<file path="src/rtl/otp_cfg_pkg.sv">
package otp_cfg_pkg;

  typedef enum logic [1:0] {
    PS_UNPROG = 2'd0,
    PS_OPEN   = 2'd1,
    PS_RESTR  = 2'd2
  } prot_state_e;

  typedef enum logic [2:0] {
    G_NONE, G_INFO, G_PROT, G_KEY, G_ADDR, G_TRIM, G_USAGE, G_USER
  } grp_e;

  localparam int DW = 32;

  localparam logic [DW-1:0] PROT_BLANK = 32'hFFFF_FFFF;
  localparam logic [DW-1:0] PROT_OPEN  = 32'h50FA_50FA;
  localparam logic [DW-1:0] PROT_RESTR = 32'h0000_0000;

  localparam int N_PROT  = 4;
  localparam int N_KEY   = 4;
  localparam int N_ADDRW = 4;

  // storage indices of the programmable words
  localparam int IDX_PROT  = 0;
  localparam int IDX_KEY   = IDX_PROT + N_PROT;
  localparam int IDX_ADDR  = IDX_KEY + N_KEY;
  localparam int IDX_TRIM  = IDX_ADDR + N_ADDRW;
  localparam int IDX_USAGE = IDX_TRIM + 1;
  localparam int IDX_USER  = IDX_USAGE + 1;

  // word addresses (byte address / 4) of the map
  localparam int WA_PART    = 'h30;
  localparam int WA_VARIANT = 'h31;
  localparam int WA_UID     = 'h34;
  localparam int WA_PROT    = 'h40;
  localparam int WA_KEY     = 'h44;
  localparam int WA_ADDR    = 'h48;
  localparam int WA_TRIM    = 'h4C;
  localparam int WA_USAGE   = 'h55;
  localparam int WA_USER    = 'h66;

  // bits of each word that are real fuses; the rest read as 1
  function automatic logic [DW-1:0] fuse_mask(input int i);
    if (i == IDX_ADDR + 1 || i == IDX_ADDR + 3) return 32'h0000_FFFF;
    if (i == IDX_TRIM)  return 32'h0000_007F;
    if (i == IDX_USAGE) return 32'h0000_000F;
    return '1;
  endfunction

endpackage

</file>
<file path="src/rtl/otp_addr_map.sv">
module otp_addr_map
  import otp_cfg_pkg::*;
#(
  parameter int ADDR_W     = 10,
  parameter int USER_WORDS = 26,
  localparam int N_WORDS   = IDX_USER + USER_WORDS,
  localparam int IDX_W     = $clog2(N_WORDS)
) (
  input  logic [ADDR_W-1:0] addr,
  output grp_e              grp,
  output logic [IDX_W-1:0]  idx,
  output logic [2:0]        info_sel
);

  int wa;

  always_comb begin
    wa       = int'(addr[ADDR_W-1:2]);
    grp      = G_NONE;
    idx      = '0;
    info_sel = '0;
    if (addr[1:0] == 2'b00) begin
      if (wa == WA_PART) begin
        grp = G_INFO; info_sel = 3'd0;
      end else if (wa == WA_VARIANT) begin
        grp = G_INFO; info_sel = 3'd1;
      end else if (wa >= WA_UID && wa < WA_UID + 4) begin
        grp = G_INFO; info_sel = 3'(2 + wa - WA_UID);
      end else if (wa >= WA_PROT && wa < WA_PROT + N_PROT) begin
        grp = G_PROT; idx = IDX_W'(IDX_PROT + wa - WA_PROT);
      end else if (wa >= WA_KEY && wa < WA_KEY + N_KEY) begin
        grp = G_KEY; idx = IDX_W'(IDX_KEY + wa - WA_KEY);
      end else if (wa >= WA_ADDR && wa < WA_ADDR + N_ADDRW) begin
        grp = G_ADDR; idx = IDX_W'(IDX_ADDR + wa - WA_ADDR);
      end else if (wa == WA_TRIM) begin
        grp = G_TRIM; idx = IDX_W'(IDX_TRIM);
      end else if (wa == WA_USAGE) begin
        grp = G_USAGE; idx = IDX_W'(IDX_USAGE);
      end else if (wa >= WA_USER && wa < WA_USER + USER_WORDS) begin
        grp = G_USER; idx = IDX_W'(IDX_USER + wa - WA_USER);
      end
    end
  end

endmodule

</file>
<file path="src/rtl/otp_access_policy.sv">
module otp_access_policy
  import otp_cfg_pkg::*;
(
  input  grp_e        grp,
  input  prot_state_e pstate,
  output logic        rd_ok,
  output logic        wr_ok
);

  always_comb begin
    rd_ok = 1'b0;
    wr_ok = 1'b0;
    unique case (grp)
      G_INFO: rd_ok = 1'b1;
      G_PROT, G_USAGE, G_USER: begin
        rd_ok = 1'b1;
        wr_ok = 1'b1;
      end
      G_KEY: begin
        rd_ok = (pstate == PS_OPEN);
        wr_ok = (pstate == PS_OPEN);
      end
      G_ADDR, G_TRIM: begin
        rd_ok = (pstate == PS_OPEN) || (pstate == PS_RESTR);
        wr_ok = (pstate == PS_OPEN);
      end
      default: ;
    endcase
  end

endmodule

</file>
<file path="src/rtl/otp_prot_tracker.sv">
module otp_prot_tracker
  import otp_cfg_pkg::*;
(
  input  logic                   clk,
  input  logic                   rst_n,
  input  logic [N_PROT-1:0][DW-1:0] prot_words,
  output prot_state_e            pstate
);

  logic agree;

  always_comb begin
    agree = 1'b1;
    for (int i = 1; i < N_PROT; i++)
      if (prot_words[i] != prot_words[0]) agree = 1'b0;
  end

  always_ff @(posedge clk or negedge rst_n) begin
    if (!rst_n) begin
      pstate <= PS_UNPROG;
    end else if (agree) begin
      case (prot_words[0])
        PROT_BLANK: pstate <= PS_UNPROG;
        PROT_OPEN:  pstate <= PS_OPEN;
        PROT_RESTR: pstate <= PS_RESTR;
        default:    pstate <= pstate;
      endcase
    end
  end

  // fuses only clear, so restricted can never be left again
  p_restr_sticky_r4: assert property (@(posedge clk) disable iff (!rst_n)
    (pstate == PS_RESTR) |=> (pstate == PS_RESTR));

  // once open, the words can never return to all ones
  p_open_stays_prog_r4: assert property (@(posedge clk) disable iff (!rst_n)
    (pstate == PS_OPEN) |=> (pstate != PS_UNPROG));

endmodule

</file>
<file path="src/rtl/otp_fuse_array.sv">
module otp_fuse_array
  import otp_cfg_pkg::*;
#(
  parameter int N_WORDS = 40,
  localparam int IDX_W  = $clog2(N_WORDS)
) (
  input  logic                       clk,
  input  logic                       rst_n,
  input  logic                       wr_en,
  input  logic [IDX_W-1:0]           widx,
  input  logic [DW-1:0]              wdata,
  output logic [N_WORDS-1:0][DW-1:0] words
);

  for (genvar g = 0; g < N_WORDS; g++) begin : g_word
    localparam logic [DW-1:0] MASK = fuse_mask(g);

    always_ff @(posedge clk or negedge rst_n) begin
      if (!rst_n)
        words[g] <= '1;
      else if (wr_en && widx == IDX_W'(g))
        words[g] <= words[g] & (wdata | ~MASK);
    end

    p_fuse_no_rise_r3: assert property (@(posedge clk) disable iff (!rst_n)
      1'b1 |=> ((words[g] & ~$past(words[g])) == '0));
  end

endmodule

</file>
<file path="src/rtl/otp_cfg_bank.sv">
module otp_cfg_bank
  import otp_cfg_pkg::*;
#(
  parameter int          ADDR_W       = 10,
  parameter int          USER_WORDS   = 26,
  parameter logic [31:0] INFO_PART    = 32'h0000_A5C3,
  parameter logic [31:0] INFO_VARIANT = 32'h0042_3031,
  parameter logic [127:0] INFO_UID    = 128'h0123_4567_89AB_CDEF_FEDC_BA98_7654_3210
) (
  input  logic              clk,
  input  logic              rst_n,
  input  logic [ADDR_W-1:0] bus_addr,
  input  logic              bus_we,
  input  logic [31:0]       bus_wdata,
  input  logic              bus_re,
  output logic [31:0]       bus_rdata,
  output logic              bus_err
);

  localparam int N_WORDS = IDX_USER + USER_WORDS;
  localparam int IDX_W   = $clog2(N_WORDS);

  grp_e                       grp;
  logic [IDX_W-1:0]           idx;
  logic [2:0]                 info_sel;
  prot_state_e                pstate;
  logic                       rd_ok, wr_ok;
  logic [N_WORDS-1:0][DW-1:0] words;
  logic [DW-1:0]              rd_val;
  logic                       wr_fire, rd_fire;

  otp_addr_map #(.ADDR_W(ADDR_W), .USER_WORDS(USER_WORDS)) u_map (
    .addr(bus_addr), .grp(grp), .idx(idx), .info_sel(info_sel)
  );

  otp_access_policy u_policy (
    .grp(grp), .pstate(pstate), .rd_ok(rd_ok), .wr_ok(wr_ok)
  );

  otp_prot_tracker u_prot (
    .clk(clk), .rst_n(rst_n),
    .prot_words(words[IDX_PROT +: N_PROT]), .pstate(pstate)
  );

  assign wr_fire = bus_we & wr_ok;
  assign rd_fire = bus_re & ~bus_we & rd_ok;

  otp_fuse_array #(.N_WORDS(N_WORDS)) u_array (
    .clk(clk), .rst_n(rst_n), .wr_en(wr_fire), .widx(idx),
    .wdata(bus_wdata), .words(words)
  );

  always_comb begin
    if (grp == G_INFO) begin
      case (info_sel)
        3'd0:    rd_val = INFO_PART;
        3'd1:    rd_val = INFO_VARIANT;
        default: rd_val = INFO_UID[32*(int'(info_sel)-2) +: 32];
      endcase
    end else begin
      rd_val = words[idx];
    end
  end

  always_ff @(posedge clk or negedge rst_n) begin
    if (!rst_n) begin
      bus_rdata <= '0;
      bus_err   <= 1'b0;
    end else begin
      bus_rdata <= rd_fire ? rd_val : '0;
      bus_err   <= (bus_we & ~wr_ok) | (bus_re & ~bus_we & ~rd_ok);
    end
  end

  p_err_has_cause_r8: assert property (@(posedge clk) disable iff (!rst_n)
    bus_err |-> $past(bus_we || bus_re));

  p_rdata_needs_read_r9: assert property (@(posedge clk) disable iff (!rst_n)
    (bus_rdata != '0) |-> $past(bus_re && !bus_we));

  p_denied_read_zero_r8: assert property (@(posedge clk) disable iff (!rst_n)
    $past(bus_re && !bus_we && !rd_ok) |-> (bus_rdata == '0 && bus_err));

  p_key_hidden_r7: assert property (@(posedge clk) disable iff (!rst_n)
    $past(bus_re && grp == G_KEY && pstate != PS_OPEN) |-> (bus_rdata == '0));

  p_info_readonly_r2: assert property (@(posedge clk) disable iff (!rst_n)
    $past(bus_we && grp == G_INFO) |-> bus_err);

endmodule

</file>
<file path="config.mk">
export PLATFORM = sky130hd
export DESIGN_NAME = otp_cfg_bank
export DESIGN_NICKNAME = d
export VERILOG_FILES = /design/src/rtl/otp_cfg_pkg.sv /design/src/rtl/otp_addr_map.sv /design/src/rtl/otp_access_policy.sv /design/src/rtl/otp_prot_tracker.sv /design/src/rtl/otp_fuse_array.sv /design/src/rtl/otp_cfg_bank.sv
export SDC_FILE = /design/constraint.sdc
export NUM_CORES = 2
export LEC_CHECK = 0
export ABC_AREA = 0
export BUFFER_PORTS_ARGS = -buffer_cell sky130_fd_sc_hd__buf_4
export CAP_MARGIN = 10
export CORE_UTILIZATION = 60
export DETAILED_ROUTE_END_ITERATION = 10
export HOLD_SLACK_MARGIN = 0.12
export PLACE_DENSITY = 0.76
export SYNTH_ARGS = -nofsm -noshare
export SYNTH_HDL_FRONTEND = slang
export SYNTH_HIERARCHICAL = 1
export SYNTH_SLANG_ARGS = --single-unit
</file>
<file path="constraint.sdc">
create_clock -name clk -period 2.6 [get_ports clk]
set_input_delay 0.13 -clock clk [delete_from_list [all_inputs] [get_ports clk]]
set_output_delay 0.13 -clock clk [all_outputs]
set_load 0.02 [all_outputs]
</file>
==> metrics.md <==
| Metric | Value |
|---|---|
| Status | finished, final reports clean |
| Clk buf depth | 3 |
| Pwr dens | 579 nW/µm² |
| Crit path max-delay family | compound AO/OA/AOI/OAI gates |
| Hold Crit Start | bus_addr[6] |
| Yosys Warn Count | 6 |
| Largest net degree at the start of global routing | roughly 110 |
| Synth unique cells | 90 |
| Part of the power in registers | a little under 50% |
| Post-Syn Area | roughly 57000 µm² |
| Sw Ratio | roughly 22% |
| Final #Nets | 4328 |
| CTS tree | built |
| Top cell types by occurrence after synthesis | dfstp_2 (1195), a21boi_0 (1054), mux4_2 (312), clkbuf_1 (165), buf_4 (123) |
| Post-Synthesis Cells | between 3000 and 4000 |
| Final hold violation count | 0 |
| Antenna-violating nets left | 0 |
| Worst VDD drop | 0.565 mV |
| Worst setup margin | roughly 0.063 ns |
| Critical path, cell by cell | buf_4, inv_1, ha_1, nand3b_1, a31oi_4, a41oi_2, a21oi_4, buf_12, buf_8, buf_16, mux4_2, mux2_2, a21oi_1, o221ai_1 |
| Final Cell Area | a little under 70000 µm² |
| Final count of negative-setup-slack endpoints | 0 |
| Syn_area_per_cell | approximately 15 µm² |
| I/O Buffers | between 70 and 80 |
| Max cap viols | 0 |
| Starting Density | 60.7% |
| Post-synth EDFFs | 0 |
| Vias per cell | slightly below 7 |
| Worst hold path depth | 6 |
| CTS Root Cell | clkbuf_16 |
| Total core area | roughly 93000 µm² |
| Layout overhead on the synthesized area | 18.7% |
| Synth Flop Type | dfstp_2 |
| Vias in the first global route | about 40000 |
| Row cnt | 112 |
| Max-slew violations | 0 |
| Required time of the critical path | between 3 and 4 ns |
| Grt total ovfl | 0 |
| Die area | ~96000 µm² |
| Min-Delay Endpoint | bus_rdata[30]$_DFF_PN0_ |
| Clock Pin Slew Worst Setup and Hold Paths | 0.06 ns |
| Async SR Flop Fraction | between 90% and 100% |
| Worst skew pair latency | about 0.75 ns |
| FF-to-FF End | u_array/words[466]$_DFFE_PN1P_ |
| R2r worst-path depth | 10 |
| Initial DRC Count | 3944 |
| Pre-CTS WS | -0.679 ns |
| Yosys top cell area share | 55.3% |
| H-Tree Level Count | 3 |
| Internal power | about 30 mW |
| DR WL/cell | between 30 and 40 µm |
| Clk_skew | roughly 0.055 ns |
| CP Class | in -> reg |
| Sequential cell area fraction in the yosys report | approximately 57% |
| Die height | 310 µm |
| Vias | ~39000 |
| Post-Route WL | ~170000 µm |
| Crit path buf inv count | 5 |
| # DRC | 0 |
| 1st-pass router iterations | 7 |
| Post-DP Area | ~62000 µm² |
| Boundary Pins | between 70 and 80 |
| CTS Sinks | roughly 1200 |
| Relative slew slack | between 40% and 50% |
| Gpl congestion | between 0.9 and 1 |
| Hpwl dp | 113000 µm |
| Logic gate share of total power | 3.2% |
| Fmax | slightly below 400 MHz |
| Final min period | 2.54 ns |
| Initial antenna violation count | 15 |
| CTS Buf Count | 121 |
| Synthesized flop and latch total | 1230 |
| Synth top area cells | dfstp_2 (55%), a21boi_0 (14%), mux4_2 (12%), buf_4 (1.6%), dfrtp_1 (1.5%) |
| Share of layout cells above drive strength 1 | a little under three fifths |
| Cell taking the most area after synthesis | dfstp_2 |
| Worst r2r src | u_prot/pstate[1]$_DFFE_PN0P_ |
| WP data arrival | 3.15 ns |
| Die W | 310 µm |
| R2R Setup Slk | approximately 0.090 ns |
| Worst path slowest cell | mux4_2 |
| RSZ-0062 raised after global routing | true |
| NetSw | between 8 and 9 mW |
| CP peak stage delay | approximately 0.52 ns |
| Pleak | around 25 nW |
| Clk pwr share | about 48% |
| Total GRT Usage | roughly 37% |
| Top-count cell post-synth | dfstp_2 |
| Crit. End Element | register |
| Maximum fanout along the worst path | 13 |
| Worst min path class | in -> reg |
| Tcrit/Tclk final | about 100% |
| Startpoint types | input port |
| Worst Tran Pin Value | about 0.86 ns |
| First-pass GRT wire length | roughly 260000 µm |
cell families after synthesis:
family / after synthesis / synth area share, %
multiplexers: 381 / 13.6
adder cells (fa/ha/maj): 7 / 0.154
AO/OA/AOI/OAI: 1427 / 19.1
AND/OR/NAND/NOR: 320 / 4.79
other: 1 / 0.00660
buffers and inverters: 458 / 4.44
XOR/XNOR: 68 / 1.05
flip-flops: 1230 / 56.8
worst max-delay path by stage:
stage | from | end | slack [ns] | depth (start not counted)
2_1_floorplan | bus_addr[7] | bus_rdata[12]$_DFF_PN0_ | -0.18 | 11
3_3_place_gp | bus_addr[5] | bus_rdata[2]$_DFF_PN0_ | -0.64 | 14
3_5_place_dp | bus_addr[5] | bus_rdata[2]$_DFF_PN0_ | -0.68 | 14
4_1_cts | bus_addr[5] | bus_rdata[2]$_DFF_PN0_ | 0.02 | 14
5_1_grt | bus_addr[5] | bus_rdata[21]$_DFF_PN0_ | -0.02 | 15
6_report | bus_addr[5] | bus_rdata[11]$_DFF_PN0_ | 0.06 | 14
layer usage:
metal | vias to the layer above | wire length, µm | GRT usage, %
met5 | - | 121 | 0
met4 | 18 | 9140 | 18.1
met3 | 462 | 16700 | 9.71
met2 | 2020 | 79300 | 54.5
met1 | 20600 | 68600 | 50.7
li1 | 15400 | - | -
cell type report:
class,count,area [µm²]
sequential,1230,32300
antenna,5,12.5
multi-input combinational,2288,22500
fill,5784,26100
clock inverter,55,739
tap,1254,1570
clock buffer,173,3510
inverter,9,33.8
timing repair buffer,625,6750
power groups by stage:
| stage | combinational, mW | clock, mW | sequential [mW] |
|---|---|---|---|
| after global routing | 1.36 | 19.4 | 19.2 |
| after detailed placement | 1.18 | 0 | 19.5 |
| after global placement | 1.17 | 0 | 19.5 |
| after floorplan | 0.401 | 0 | 19.5 |
| after CTS | 1.23 | 18.7 | 19.2 |
| final | 1.26 | 18.5 | 19.2 |
tightest hold or removal path, cell delays in order:
cell and delay, ns:
buf_4 0.11, or4_1 0.14, a21oi_2 0.08, nand2_1 0.12
buf_4 0.18, a31oi_1 0.09
metrics by stage:
step	power (mW)	utilization [%]	setup TNS (ns)	hold slack, ns	cells
4_1_cts	39.1	71.6	0	0.160	5607
6_report	39.0	72.1	0	0.175	5639
3_3_place_gp	20.7	66.7	-350.36	0.423	5344
5_1_grt	40.0	72.1	-0.0373	0.237	5636
2_1_floorplan	19.9	-	-5.49	-0.166	3976
3_5_place_dp	20.7	66.7	-402.10	0.423	5344
placed cells by master, fill, tap and decap left out, types with 14 or more instances in the layout:
master,n
o221ai_1,17
clkbuf_16,124
mux4_2,312
clkbuf_1,23
buf_4,428
and4bb_2,36
a211o_1,16
conb_1,85
xor2_1,54
dfrtp_1,35
nor3_1,14
clkinv_2,25
clkbuf_8,29
a21boi_1,98
nand2_1,42
a21oi_1,27
o41a_1,48
mux2i_1,57
dfstp_2,1195
buf_12,142
nand4_1,30
o22ai_1,23
bufinv_16,14
nor4b_2,20
a22oi_1,62
nor2_1,14
dlygate4sd3_1,35
and4bb_1,25
xnor2_1,14
nor4_1,24
a21boi_0,1054
repair_timing:
action,4_1_cts,5_1_grt
buffers inserted,0,24
hold buffers,35,0
resized for setup,0,45
endpoints found under the setup margin,0,42
hold endpoints to repair,1151,0
sequential cells by signal, summed over array words and instances (netlist names):
name           flops
bus_err            1
u_prot/pstate      2
u_array/words   1195
bus_rdata         32
(Power assumes the default switching activity.)
